`src/rtl/rx_ring_pkg.sv`:
```
package rx_ring_pkg;

  typedef enum logic [2:0] {
    S_IDLE,
    S_READ,
    S_CHECK,
    S_DATA,
    S_DRAIN,
    S_COUNT,
    S_STATUS
  } rxState_e;

  // strobes from control to datapath
  typedef struct packed {
    logic latch;   // capture length, start scan at pointer
    logic read;    // issue status byte read
    logic step;    // move scan to next entry
    logic take;    // byte taken this edge
    logic store;   // byte may be written to buffer
    logic count;   // write length word
    logic status;  // return descriptor, advance pointer
  } rxCtl_t;

  localparam logic [7:0] STAT_OWNED  = 8'h80;
  localparam logic [7:0] STAT_DONE   = 8'h03;
  localparam int         DESC_STRIDE = 8;
  localparam int         STATUS_OFS  = 2;
  localparam int         COUNT_OFS   = 6;
  localparam int         COUNT_BIAS  = 4;

endpackage

```
`src/rtl/rx_ring_dp.sv`:
```
module rx_ring_dp
  import rx_ring_pkg::*;
#(
  parameter int RING_LOG2 = 2,
  parameter int BUF_BYTES = 16,
  parameter int ADDR_W    = 8,
  parameter int LEN_W     = 16,
  parameter int DESC_BASE = 0,
  parameter int BUF_BASE  = 64
) (
  input  logic              clk,
  input  logic              rstN,
  input  rxCtl_t            ctl,
  input  logic [LEN_W-1:0]  frameLen,
  input  logic [7:0]        dataByte,
  input  logic [15:0]       memRdata,
  output logic              startLenZero,
  output logic              lenZero,
  output logic              statusHit,
  output logic              scanLast,
  output logic              lastByte,
  output logic              memEn,
  output logic              memWe,
  output logic              memWide,
  output logic [ADDR_W-1:0] memAddr,
  output logic [15:0]       memWdata
);
  localparam int RING_N = 1 << RING_LOG2;
  localparam logic [RING_LOG2-1:0] ONE_IDX  = RING_LOG2'(1);
  localparam logic [RING_LOG2-1:0] LAST_TRY = RING_LOG2'(RING_N - 2);
  localparam logic [LEN_W-1:0]     ONE_LEN  = LEN_W'(1);
  localparam logic [LEN_W-1:0]     BUF_LIM  = LEN_W'(BUF_BYTES);

  logic [LEN_W-1:0]     lenReg, byteIdx;
  logic [RING_LOG2-1:0] ringPtr, scanIdx, tries;
  logic [ADDR_W-1:0]    descAddr, bufAddr;
  logic [15:0]          cntVal;
  logic                 inBuf;

  always_ff @(posedge clk) begin
    if (!rstN) begin
      lenReg  <= '0;
      byteIdx <= '0;
      ringPtr <= '0;
      scanIdx <= '0;
      tries   <= '0;
    end else begin
      if (ctl.latch) begin
        lenReg  <= frameLen;
        scanIdx <= ringPtr;
        tries   <= '0;
        byteIdx <= '0;
      end
      if (ctl.step) begin
        scanIdx <= scanIdx + ONE_IDX;
        tries   <= tries + ONE_IDX;
      end
      if (ctl.take)   byteIdx <= byteIdx + ONE_LEN;
      if (ctl.status) ringPtr <= scanIdx + ONE_IDX;
    end
  end

  assign descAddr = ADDR_W'(DESC_BASE) + ADDR_W'(scanIdx) * ADDR_W'(DESC_STRIDE);
  assign bufAddr  = ADDR_W'(BUF_BASE) + ADDR_W'(scanIdx) * ADDR_W'(BUF_BYTES)
                  + ADDR_W'(byteIdx);
  assign cntVal   = 16'(lenReg) + 16'(COUNT_BIAS);
  assign inBuf    = byteIdx < BUF_LIM;

  assign startLenZero = (frameLen == '0);
  assign lenZero      = (lenReg == '0);
  assign statusHit    = (memRdata[7:0] == STAT_OWNED);
  assign scanLast     = (tries == LAST_TRY);
  assign lastByte     = (byteIdx == lenReg - ONE_LEN);

  always_comb begin
    memEn    = 1'b0;
    memWe    = 1'b0;
    memWide  = 1'b0;
    memAddr  = descAddr + ADDR_W'(STATUS_OFS);
    memWdata = '0;
    if (ctl.read) begin
      memEn = 1'b1;
    end else if (ctl.store && inBuf) begin
      memEn    = 1'b1;
      memWe    = 1'b1;
      memAddr  = bufAddr;
      memWdata = {8'h00, dataByte};
    end else if (ctl.count) begin
      memEn    = 1'b1;
      memWe    = 1'b1;
      memWide  = 1'b1;
      memAddr  = descAddr + ADDR_W'(COUNT_OFS);
      memWdata = {cntVal[7:0], cntVal[15:8]};
    end else if (ctl.status) begin
      memEn    = 1'b1;
      memWe    = 1'b1;
      memWdata = {8'h00, STAT_DONE};
    end
  end

endmodule

```
`src/rtl/rx_ring_ctrl.sv`:
```
module rx_ring_ctrl
  import rx_ring_pkg::*;
(
  input  logic   clk,
  input  logic   rstN,
  input  logic   frameStart,
  input  logic   stopMode,
  input  logic   byteValid,
  input  logic   startLenZero,
  input  logic   lenZero,
  input  logic   statusHit,
  input  logic   scanLast,
  input  logic   lastByte,
  output rxCtl_t ctl,
  output logic   busy,
  output logic   byteReady,
  output logic   rxEvent
);
  rxState_e state, nextState;

  always_ff @(posedge clk) begin
    if (!rstN) state <= S_IDLE;
    else       state <= nextState;
  end

  always_comb begin
    nextState = state;
    ctl       = '0;
    byteReady = 1'b0;
    rxEvent   = 1'b0;
    unique case (state)
      S_IDLE: begin
        if (frameStart) begin
          ctl.latch = 1'b1;
          if (stopMode) nextState = startLenZero ? S_IDLE : S_DRAIN;
          else          nextState = S_READ;
        end
      end
      S_READ: begin
        ctl.read  = 1'b1;
        nextState = S_CHECK;
      end
      S_CHECK: begin
        if (statusHit)     nextState = lenZero ? S_COUNT : S_DATA;
        else if (scanLast) nextState = lenZero ? S_IDLE : S_DRAIN;
        else begin
          ctl.step  = 1'b1;
          nextState = S_READ;
        end
      end
      S_DATA: begin
        byteReady = 1'b1;
        if (byteValid) begin
          ctl.take  = 1'b1;
          ctl.store = 1'b1;
          if (lastByte) nextState = S_COUNT;
        end
      end
      S_DRAIN: begin
        byteReady = 1'b1;
        if (byteValid) begin
          ctl.take = 1'b1;
          if (lastByte) nextState = S_IDLE;
        end
      end
      S_COUNT: begin
        ctl.count = 1'b1;
        nextState = S_STATUS;
      end
      S_STATUS: begin
        ctl.status = 1'b1;
        rxEvent    = 1'b1;
        nextState  = S_IDLE;
      end
      default: nextState = S_IDLE;
    endcase
  end

  assign busy = (state != S_IDLE);

endmodule

```
`src/rtl/rx_desc_ring_writer.sv`:
```
module rx_desc_ring_writer
  import rx_ring_pkg::*;
#(
  parameter int RING_LOG2 = 2,
  parameter int BUF_BYTES = 16,
  parameter int ADDR_W    = 8,
  parameter int LEN_W     = 16,
  parameter int DESC_BASE = 0,
  parameter int BUF_BASE  = 64
) (
  input  logic              clk,
  input  logic              rstN,
  input  logic              frameStart,
  input  logic [LEN_W-1:0]  frameLen,
  input  logic              stopMode,
  input  logic              intEnable,
  input  logic              byteValid,
  input  logic [7:0]        dataByte,
  output logic              byteReady,
  output logic              busy,
  output logic              memEn,
  output logic              memWe,
  output logic              memWide,
  output logic [ADDR_W-1:0] memAddr,
  output logic [15:0]       memWdata,
  input  logic [15:0]       memRdata,
  output logic              rxEvent,
  output logic              irq
);
  rxCtl_t ctl;
  logic   startLenZero, lenZero, statusHit, scanLast, lastByte;

  rx_ring_ctrl u_ctrl (
    .clk(clk), .rstN(rstN), .frameStart(frameStart), .stopMode(stopMode),
    .byteValid(byteValid), .startLenZero(startLenZero), .lenZero(lenZero),
    .statusHit(statusHit), .scanLast(scanLast), .lastByte(lastByte),
    .ctl(ctl), .busy(busy), .byteReady(byteReady), .rxEvent(rxEvent)
  );

  rx_ring_dp #(
    .RING_LOG2(RING_LOG2), .BUF_BYTES(BUF_BYTES), .ADDR_W(ADDR_W),
    .LEN_W(LEN_W), .DESC_BASE(DESC_BASE), .BUF_BASE(BUF_BASE)
  ) u_dp (
    .clk(clk), .rstN(rstN), .ctl(ctl), .frameLen(frameLen),
    .dataByte(dataByte), .memRdata(memRdata),
    .startLenZero(startLenZero), .lenZero(lenZero), .statusHit(statusHit),
    .scanLast(scanLast), .lastByte(lastByte),
    .memEn(memEn), .memWe(memWe), .memWide(memWide),
    .memAddr(memAddr), .memWdata(memWdata)
  );

  assign irq = rxEvent & intEnable;

endmodule

```
`config.mk`:
```
export PLATFORM = sky130hd
export DESIGN_NAME = rx_desc_ring_writer
export DESIGN_NICKNAME = d
export VERILOG_FILES = /design/src/rtl/rx_ring_pkg.sv /design/src/rtl/rx_ring_dp.sv /design/src/rtl/rx_ring_ctrl.sv /design/src/rtl/rx_desc_ring_writer.sv
export SDC_FILE = /design/constraint.sdc
export NUM_CORES = 1
export LEC_CHECK = 0
export BUFFER_PORTS_ARGS = -buffer_cell sky130_fd_sc_hd__buf_4
export CAP_MARGIN = 5
export CELL_PAD_IN_SITES_DETAIL_PLACEMENT = 0
export CELL_PAD_IN_SITES_GLOBAL_PLACEMENT = 1
export CORE_MARGIN = 2
export CORE_UTILIZATION = 39
export CTS_CLUSTER_SIZE = 25
export DETAILED_ROUTE_END_ITERATION = 7
export PLACE_DENSITY = 0.85
export RECOVER_POWER = 25
export REMOVE_ABC_BUFFERS = 1
export SLEW_MARGIN = 0
export SYNTH_ARGS = -nofsm -noshare
export SYNTH_HDL_FRONTEND = slang
export SYNTH_HIERARCHICAL = 1
export SYNTH_SLANG_ARGS = --single-unit
```
`constraint.sdc`:
```
create_clock -name clk -period 3.6 [get_ports clk]
set_input_delay 0.36 -clock clk [delete_from_list [all_inputs] [get_ports clk]]
set_output_delay 0.36 -clock clk [all_outputs]
set_load 0.005 [all_outputs]
```
==> results of run 1 <==
## metrics by stage
step	hold slack, ns	instances	utilization	power (mW)
4_1_cts	0.304	566	0.468	1.18
6_report	0.307	566	0.468	1.17
3_5_place_dp	0.485	558	0.458	0.885
2_1_floorplan	0.463	381	-	0.773
3_3_place_gp	0.476	558	0.458	0.879
5_1_grt	0.317	566	0.468	1.24
## worst max-delay path by stage
| stage | end | depth (start not counted) |
|---|---|---|
| floorplan | u_dp/byteIdx[12]$_SDFFE_PN0P_ | 6 |
| CTS | memAddr[4] | 7 |
| finish | memAddr[4] | 7 |
| global placement | memAddr[4] | 7 |
| detailed placement | u_ctrl/state[2]$_SDFFE_PN0P_ | 10 |
| global route | memWdata[3] | 9 |
## cell type report
type / instances / area, sq um / area share
clock buffers: 6 / 72.6 / 0.0191
well taps: 105 / 131 / 0.0347
flip-flops and latches: 41 / 821 / 0.217
multi-input cells: 325 / 2160 / 0.570
clock inverters: 2 / 10.0 / 0.00264
repair buffers: 72 / 537 / 0.142
inverters: 15 / 56.3 / 0.0149
## placed cells by master, fill, tap and decap left out, types with 7 or more instances in the layout
cell and instances:
o21ai_0 17, nand4_1 8, ha_1 7, inv_1 15
nor3_1 11, and3_1 10, buf_4 68, xnor2_1 20
nor4_1 10, dfxtp_1 41, nor2_1 55, a21oi_1 18
mux2i_1 19, nand2_1 36, xor2_1 22, nand3_1 11
## sequential cells by signal (all words and copies together), names as in the netlist
name,flops
u_dp/byteIdx,16
u_dp/ringPtr,2
u_ctrl/state,3
u_dp/tries,2
u_dp/scanIdx,2
u_dp/lenReg,16
## logic make-up (layout without fill, tap and decap cells)
kind of cell / Yosys count / after routing
mux: 21 / 21
buf+inv: 49 / 95
simple gates: 189 / 189
fa+ha+maj: 8 / 8
flops: 41 / 41
xor+xnor: 42 / 42
compound gates: 65 / 65
## power groups by stage
stage	clock [mW]	combinational, mW	sequential (mW)
floorplan	0	0.252	0.522
finish	0.297	0.346	0.527
detailed placement	0	0.348	0.537
global placement	0	0.343	0.536
CTS	0.308	0.350	0.526
global route	0.324	0.386	0.533
## per-layer routing
metal | track usage | wire length (microns) | part of all wire | vias to the layer above
met3 | 0.0239 | 454 | 0.055 | 10
met4 | 0.0531 | 96 | 0.012 | 0
li1 | - | - | - | 1538
met5 | 0 | 0 | 0 | -
met1 | 0.266 | 3880 | 0.47 | 1372
met2 | 0.311 | 3890 | 0.47 | 90
## repair_timing
item	4_1_cts	5_1_grt
gates resized for setup	0	1
hold endpoints to repair	0	0
setup endpoints to repair	0	8
## critical path: cells and delay by family (launching register included)
kind,cells,cell delay (ns)
buffers and inverters,1,0.14
flip-flops,1,0.53
multiplexers,1,0.39
AND/OR/NAND/NOR,5,1.45
==> flow_metrics.py, run 1 <==
metrics = {
    "run_status": {
        "status": "completed",
    },
    "placement": {
        "placed_cell_area_sq_um": 3710,
        "place_congestion": 0.894,
        "post-dp-hpwl_microns": 6420,
        "pre_cts_slack_ns": 0.690,
        "port_buffers": 68,
    },
    "layout": {
        "drive_gt1_frac": 0.230,
        "nFillCells": 833,
        "area_delta_synth_final_pct": 18.4,
        "final_cell_area_sq_um": 3790,
        "finalNetCount": 514,
        "antenna_cells": 0,
    },
    "flow_run": {
        "maxCapViolCount": 0,
    },
    "synthesis": {
        "syn_area_per_cell_sq_um": 7.72,
        "synth_top_family_by_area": "simple AND/OR/NAND/NOR gates",
        "synthDistinctLibCells": 69,
        "ys.flop_type": "dfxtp_1",
        "ys_seq_area_frac": 0.256,
        "synth_top_cells_by_count": "nor2_1 (57), dfxtp_1 (41), nand2_1 (36)",
        "synthMuxAreaShare": 0.0664,
        "ys_seq_elements": 41,
        "yosysTopAreaCell": "dfxtp_1",
        "syn_inst": 415,
        "synth_edf_count": 0,
        "synthXorXnorAreaFrac": 0.115,
        "synth_warnings": 6,
        "yosys.area_share.adder": 0.0336,
        "ys_top_cells_by_area": "dfxtp_1 (26%), nor2_1 (6.7%), xor2_1 (6.0%), mux2i_1 (5.9%), xnor2_1 (5.5%)",
        "async_reset_ff_frac": 0,
        "synth-simple-area-share": 0.327,
        "synth_most_common_cell": "nor2_1",
        "synth_compound_area_frac": 0.132,
        "netlist.area_leader.share": 0.256,
        "netlist_area_sq_um": 3200,
    },
    "clock_network": {
        "cts_root_buf": "clkbuf_8",
        "htree_levels": 2,
        "clk_latency_ns": 0.29,
        "tritoncts": "yes",
        "post-cts-setup-buffers": 0,
        "cts-buffers-inserted": 5,
        "holdBufCountCts": 0,
        "clk_pin_slew_ns": 0.08,
        "cts_buffer_depth": 2,
        "clock-sinks": 41,
    },
    "sta": {
        "finalCritPeriodShare": 0.878,
        "hold_viol_final": 0,
        "post-route-min-period_ns": 3.16,
        "tns_ns": 0,
        "setup_viol": 0,
        "max_freq_ghz": 0.316,
        "rsz0062_at_grt": "false",
        "maxSlewViolCount": 0,
        "setup_ws_ns": 0.437,
        "tightest_slew_ns": 1.05,
        "skew_ns": 0.00643,
        "relSlewSlack": 0.299,
    },
    "power": {
        "p_sw_mw": 0.386,
        "clkPwrFrac": 0.253,
        "switching_share": 0.330,
        "pwr-share-seq": 0.451,
        "combPwrFrac": 0.296,
        "p_int_mw": 0.784,
        "power_density_nw_per_um2": 309,
        "p_leak_nw": 1.59,
        "irDropWorstVdd_mv": 0.135,
    },
    "setup_path": {
        "cp_max_fo": 11,
        "r2r_slack_ns": 0.62,
        "cp-startpoint": "u_ctrl/state[0]$_SDFFE_PN0P_",
        "start_kind": "register",
        "r2r_end": "u_dp/byteIdx[15]$_SDFFE_PN0P_",
        "cp.arrival_ns": 2.80,
        "worstSetupEndpointType": "primary output",
        "crit_type": "register to primary output",
        "cp.required_ns": 3.24,
        "critPathSlowestCell": "dfxtp_1",
        "max_stage_delay_ns": 0.53,
        "rr_worst_depth": 8,
        "r2r-start": "u_ctrl/state[2]$_SDFFE_PN0P_",
        "worstPathCellList": "and3b_2, and2_1, nor4b_1, nand4_1, nor2_2, mux2_2, buf_4",
    },
    "die": {
        "rows": 33,
        "dieArea_sq_um": 8950,
        "die_y_microns": 94.6,
        "coreArea_sq_um": 8090,
        "die_w_microns": 94.6,
        "io_pins": 77,
        "initial_core_util": 0.396,
    },
    "grt": {
        "antenna_found_initial": 0,
        "grt_max_degree": 32,
        "grt_pass1_vias": 2737,
        "grt-ovfl-total": 0,
        "grtUsageTotal": 0.191,
        "grt_pass1_wl_microns": 13600,
    },
    "drt": {
        "wl_per_cell_microns": 14.7,
        "antenna_left": 0,
        "via_per_inst": 5.32,
        "initialDrtViolationCount": 130,
        "drcViolationCount": 0,
        "vias": 3010,
        "finalWirelength_microns": 8320,
        "dr.pass1.iters": 5,
    },
    "hold_path": {
        "min_to": "u_dp/lenReg[2]$_SDFFE_PN0P_",
        "min_path_cells": 3,
        "hold_path.class": "primary input to register",
        "hp-start": "frameLen[2]",
    },
}
(Power assumes the default switching activity.)
==> run 2: changes to the inputs <==
--- a/config.mk
+++ b/config.mk
@@ -9,6 +9,7 @@
 export CAP_MARGIN = 5
 export CELL_PAD_IN_SITES_DETAIL_PLACEMENT = 0
 export CELL_PAD_IN_SITES_GLOBAL_PLACEMENT = 1
+export CORE_ASPECT_RATIO = 0.5
 export CORE_MARGIN = 2
 export CORE_UTILIZATION = 39
 export CTS_CLUSTER_SIZE = 25
==> flow_metrics.py, run 2 (synthesized netlist as in run 1, its figures left out) <==
metrics = {
    "grt": {
        "grt_max_degree": 32,
        "grt_pass1_wl_microns": 14200,
        "antenna_found_initial": 1,
        "grt-ovfl-total": 0,
        "grtUsageTotal": 0.198,
        "grt_pass1_vias": 2847,
    },
    "drt": {
        "drcViolationCount": 0,
        "wl_per_cell_microns": 15.0,
        "initialDrtViolationCount": 243,
        "via_per_inst": 5.29,
        "finalWirelength_microns": 8590,
        "vias": 3034,
        "dr.pass1.iters": 4,
        "antenna_left": 0,
    },
    "hold_path": {
        "hp-start": "frameLen[5]",
        "hold_path.class": "primary input to register",
        "min_path_cells": 3,
        "min_to": "u_dp/lenReg[5]$_SDFFE_PN0P_",
    },
    "layout": {
        "area_delta_synth_final_pct": 20.2,
        "top_regs": "u_dp/byteIdx: 16 flops, u_dp/lenReg: 16 flops, u_ctrl/state: 3 flops",
        "nFillCells": 826,
        "finalNetCount": 514,
        "layout_commonest_cell": "buf_4",
        "drive_gt1_frac": 0.226,
        "multi_input_area_sq_um": 2160,
        "final_cell_mix": "buf_4 (67), nor2_1 (57), dfxtp_1 (41)",
        "seq_area_sq_um": 821,
        "finalNonFillerCells": 573,
        "antenna_cells": 0,
    },
    "sta": {
        "rsz0062_at_grt": "false",
        "setup_viol": 0,
        "skew_ns": 0.00763,
        "hold_viol_final": 0,
        "tns_ns": 0,
        "holdWs_ns": 0.321,
        "tightest_slew_ns": 1.43,
        "max_freq_ghz": 0.313,
        "relSlewSlack": 0.0437,
        "post-route-min-period_ns": 3.20,
        "maxSlewViolCount": 0,
        "finalCritPeriodShare": 0.888,
    },
    "placement": {
        "post-dp-hpwl_microns": 6510,
        "dp_cells": 565,
        "place_congestion": 0.864,
        "port_buffers": 68,
    },
    "die": {
        "rows": 23,
        "initial_core_util": 0.402,
        "io_pins": 77,
        "die_y_microns": 68.1,
        "die_w_microns": 132,
        "coreArea_sq_um": 7970,
        "dieArea_sq_um": 8990,
    },
    "power": {
        "p_leak_nw": 1.61,
        "irDropWorstVdd_mv": 0.194,
        "power_density_nw_per_um2": 344,
    },
    "setup_path": {
        "rr_worst_depth": 6,
        "cp_max_fo": 20,
        "cp.arrival_ns": 3.37,
        "r2r_slack_ns": 0.40,
        "r2r_end": "u_dp/byteIdx[0]$_SDFFE_PN0P_",
        "worstSetupEndpointType": "register",
        "cp.required_ns": 3.77,
        "crit_type": "register to register",
        "start_kind": "register",
        "r2r-start": "u_ctrl/state[1]$_SDFFE_PN0P_",
    },
    "clock_network": {
        "clk_pin_slew_ns": 0.06,
        "holdBufCountCts": 0,
        "post-cts-setup-buffers": 0,
        "htree_levels": 2,
        "tritoncts": "yes",
        "clock-sinks": 41,
        "cts_root_buf": "clkbuf_16",
        "cts-buffers-inserted": 5,
        "cts_buffer_depth": 2,
        "cts_resized": 0,
        "clk_latency_ns": 0.29,
    },
    "run_status": {
        "status": "completed",
    },
    "flow_run": {
        "maxCapViolCount": 0,
    },
}
[run 2: cell types whose count changed in the layout (fill, tap and decap cells not counted), sizes merged]
| cell | previous run | this run |
|---|---|---|
| buf | 68 | 67 |
| clkinvlp | 0 | 1 |
[run 2: through the flow]
step	setup slack (ns)	instance area, sq um	power [mW]	utilization
2_1_floorplan	0.668	3030	0.773	-
3_3_place_gp	0.612	3730	0.893	0.468
3_5_place_dp	0.602	3730	0.897	0.468
4_1_cts	0.412	3870	1.34	0.486
5_1_grt	0.125	3850	1.40	0.483
6_report	0.403	3850	1.32	0.483
[run 2: cell type report]
type	count	share of cell area
multi-input cells	325	0.560
flip-flops and latches	41	0.213
inverters	15	0.0146
clock buffers	5	0.0325
well taps	112	0.0364
clock inverters	3	0.00455
repair buffers	72	0.138
[run 2: power breakdown]
part | total [mW] | switching, mW | internal, mW
combinational | 0.357 | 0.180 | 0.177
sequential | 0.527 | 0.0517 | 0.476
clock | 0.440 | 0.185 | 0.254
total | 1.32 | 0.417 | 0.907
[run 2: worst max path at each step]
stage | startpoint | to | slack [ns]
detailed placement | u_dp/lenReg[10]$_SDFFE_PN0P_ | u_ctrl/state[0]$_SDFFE_PN0P_ | 0.60
finish | u_ctrl/state[1]$_SDFFE_PN0P_ | u_dp/byteIdx[0]$_SDFFE_PN0P_ | 0.40
CTS | u_ctrl/state[0]$_SDFFE_PN0P_ | memAddr[4] | 0.41
global route | u_ctrl/state[0]$_SDFFE_PN0P_ | memWdata[5] | 0.13
global placement | u_dp/lenReg[10]$_SDFFE_PN0P_ | u_ctrl/state[0]$_SDFFE_PN0P_ | 0.61
floorplan | u_ctrl/state[1]$_SDFFE_PN0P_ | u_dp/byteIdx[12]$_SDFFE_PN0P_ | 0.67
[run 2: routing by layer]
metal / track usage / vias up / part of all wire
met2: 0.307 / 76 / 0.42
met1: 0.287 / 1422 / 0.49
met4: 0.0448 / 0 / 0.0097
met3: 0.0341 / 6 / 0.075
li1: - / 1530 / -
met5: 0 / - / 0
[run 2: critical path, stage by stage (launching register included)]
cell and delay, ns:
dfxtp_1 0.40, or3_2 0.52, nor2_1 0.52, clkbuf_1 1.11, nand2b_1 0.22, nand2_1 0.24, nor2_1 0.07
==> run 3: changes to the inputs <==
--- a/config.mk
+++ b/config.mk
@@ -9,12 +9,12 @@
 export CAP_MARGIN = 5
 export CELL_PAD_IN_SITES_DETAIL_PLACEMENT = 0
 export CELL_PAD_IN_SITES_GLOBAL_PLACEMENT = 1
-export CORE_ASPECT_RATIO = 0.5
 export CORE_MARGIN = 2
 export CORE_UTILIZATION = 39
 export CTS_CLUSTER_SIZE = 25
 export DETAILED_ROUTE_END_ITERATION = 7
-export PLACE_DENSITY = 0.85
+export MAX_ROUTING_LAYER = met4
+export PLACE_DENSITY_LB_ADDON = 0.1
 export RECOVER_POWER = 25
 export REMOVE_ABC_BUFFERS = 1
 export SLEW_MARGIN = 0
==> flow_metrics.py, run 3 (synthesized netlist as in run 1, its figures left out) <==
metrics = {
    "power": {
        "p_leak_nw": 1.61,
        "pwr-share-seq": 0.413,
        "p_int_mw": 0.878,
        "switching_share": 0.309,
        "combPwrFrac": 0.278,
        "irDropWorstVdd_mv": 0.139,
        "p_sw_mw": 0.393,
        "power_density_nw_per_um2": 332,
        "clkPwrFrac": 0.309,
        "power.total_mw": 1.27,
    },
    "drt": {
        "vias": 3026,
        "antenna_left": 0,
        "via_per_inst": 5.34,
        "initialDrtViolationCount": 88,
        "finalWirelength_microns": 8690,
        "wl_per_cell_microns": 15.3,
        "dr.pass1.iters": 4,
        "drcViolationCount": 0,
    },
    "sta": {
        "skew_ns": 0.00491,
        "rsz0062_at_grt": "false",
        "finalCritPeriodShare": 0.878,
        "max_freq_ghz": 0.317,
        "post-route-min-period_ns": 3.16,
        "relSlewSlack": 0.278,
        "setup_viol": 0,
        "maxSlewViolCount": 0,
        "tightest_slew_ns": 1.08,
        "hold_viol_final": 0,
        "tns_ns": 0,
    },
    "hold_path": {
        "min_to": "u_dp/lenReg[15]$_SDFFE_PN0P_",
        "hold_path.class": "primary input to register",
        "hp-start": "frameLen[15]",
        "min_path_cells": 3,
    },
    "clock_network": {
        "post-cts-setup-buffers": 0,
        "holdBufCountCts": 0,
        "cts_root_buf": "clkbuf_8",
        "cts_resized": 0,
        "clock-sinks": 41,
        "cts-buffers-inserted": 5,
        "htree_levels": 2,
        "tritoncts": "yes",
        "clk_latency_ns": 0.29,
        "clk_pin_slew_ns": 0.08,
        "cts_buffer_depth": 2,
    },
    "setup_path": {
        "cp_max_fo": 11,
        "worstPathCellList": "and3b_2, and2_1, nor4b_1, nand4_1, nor2_1, buf_4, mux2_2, buf_4",
        "worst-path-buf-inv": 2,
        "cp.required_ns": 3.24,
        "r2r_slack_ns": 0.68,
        "cpLargestDelayFamily": "simple AND/OR/NAND/NOR gates",
        "critPathMostFrequentCell": "buf_4",
        "critPathSlowestCell": "dfxtp_1",
        "rr_worst_depth": 10,
        "worstSetupEndpointType": "primary output",
        "worst-path-stages": 8,
        "r2r_end": "u_ctrl/state[2]$_SDFFE_PN0P_",
        "crit_type": "register to primary output",
        "start_kind": "register",
        "cp.arrival_ns": 2.80,
        "max_stage_delay_ns": 0.53,
        "r2r-start": "u_dp/lenReg[6]$_SDFFE_PN0P_",
    },
    "grt": {
        "grt_pass1_vias": 2865,
        "grtUsageTotal": 0.209,
        "grt_pass1_wl_microns": 14200,
        "antenna_found_initial": 0,
        "grt_max_degree": 32,
        "grt-ovfl-total": 0,
    },
    "layout": {
        "final_util": 0.473,
        "layout_commonest_cell": "buf_4",
        "seq_area_sq_um": 821,
        "drive_gt1_frac": 0.229,
        "area_delta_synth_final_pct": 19.6,
        "finalNetCount": 515,
        "top_regs": "u_dp/byteIdx: 16 flops, u_dp/lenReg: 16 flops, u_ctrl/state: 3 flops",
        "finalNonFillerCells": 567,
        "final_cell_area_sq_um": 3830,
        "multi_input_area_sq_um": 2160,
        "final_cell_mix": "buf_4 (70), nor2_1 (57), dfxtp_1 (41)",
        "antenna_cells": 0,
        "nFillCells": 855,
    },
    "die": {
        "die_y_microns": 94.6,
        "die_w_microns": 94.6,
        "rows": 33,
        "coreArea_sq_um": 8090,
        "dieArea_sq_um": 8950,
        "io_pins": 77,
        "initial_core_util": 0.396,
    },
    "placement": {
        "placed_cell_area_sq_um": 3720,
        "port_buffers": 68,
        "dp_cells": 559,
        "post-dp-hpwl_microns": 6620,
        "place_congestion": 0.850,
    },
    "flow_run": {
        "maxCapViolCount": 0,
    },
    "run_status": {
        "status": "completed",
    },
}
run 3: changes by cell type in the layout (fill, tap and decap cells not counted), moves of 2 or more:
cell,before,now
clkbuf_8,0,6
clkbuf_16,5,0
buf_4,67,70
clkinv_2,2,0
run 3: per-stage QoR:
| stage | setup slack (ns) | hold WS, ns |
|---|---|---|
| after floorplan | 0.668 | 0.463 |
| after global placement | 0.722 | 0.476 |
| after detailed placement | 0.702 | 0.484 |
| after CTS | 0.464 | 0.302 |
| after global routing | 0.187 | 0.308 |
| final | 0.441 | 0.313 |
run 3: final cells by class:
| class | instances | share of cell area |
|---|---|---|
| Tap cell | 105 | 0.0343 |
| Clock inverter | 1 | 0.00784 |
| Inverter | 15 | 0.0147 |
| Clock buffer | 7 | 0.0225 |
| Multi-Input combinational cell | 325 | 0.563 |
| Sequential cell | 41 | 0.214 |
| Timing Repair Buffer | 73 | 0.143 |
run 3: worst register-to-register path, stage by stage, from the launching register on:
cell,delay [ns]
dfxtp_1,0.46
or4_4,0.62
nor4_4,0.31
mux2_1,0.36
mux2i_1,0.14
o21ai_1,0.07
and4_1,0.21
and3_2,0.23
a21o_1,0.16
o221ai_2,0.17
a21oi_2,0.07
run 3: worst max-delay path by stage:
stage	start	end	slack, ns
6_report	u_ctrl/state[1]$_SDFFE_PN0P_	memAddr[4]	0.44
5_1_grt	u_ctrl/state[1]$_SDFFE_PN0P_	memWdata[5]	0.19
4_1_cts	u_ctrl/state[0]$_SDFFE_PN0P_	memAddr[4]	0.46
3_5_place_dp	u_dp/lenReg[6]$_SDFFE_PN0P_	u_ctrl/state[2]$_SDFFE_PN0P_	0.70
3_3_place_gp	u_dp/lenReg[6]$_SDFFE_PN0P_	u_ctrl/state[0]$_SDFFE_PN0P_	0.72
2_1_floorplan	u_ctrl/state[1]$_SDFFE_PN0P_	u_dp/byteIdx[12]$_SDFFE_PN0P_	0.67
run 3: power groups by stage:
stage | clock, mW | combinational, mW | sequential, mW
global placement | 0 | 0.353 | 0.535
detailed placement | 0 | 0.355 | 0.535
finish | 0.392 | 0.354 | 0.525
floorplan | 0 | 0.252 | 0.522
global route | 0.419 | 0.392 | 0.532
CTS | 0.406 | 0.358 | 0.524
run 3: metal layers:
layer  track usage  share of wire  vias to the layer above
met5             -              0                        -
met4        0.0616          0.022                        0
met3        0.0303          0.032                       13
met2         0.344           0.47                       47
met1         0.265           0.47                     1433
li1              -              -                     1533
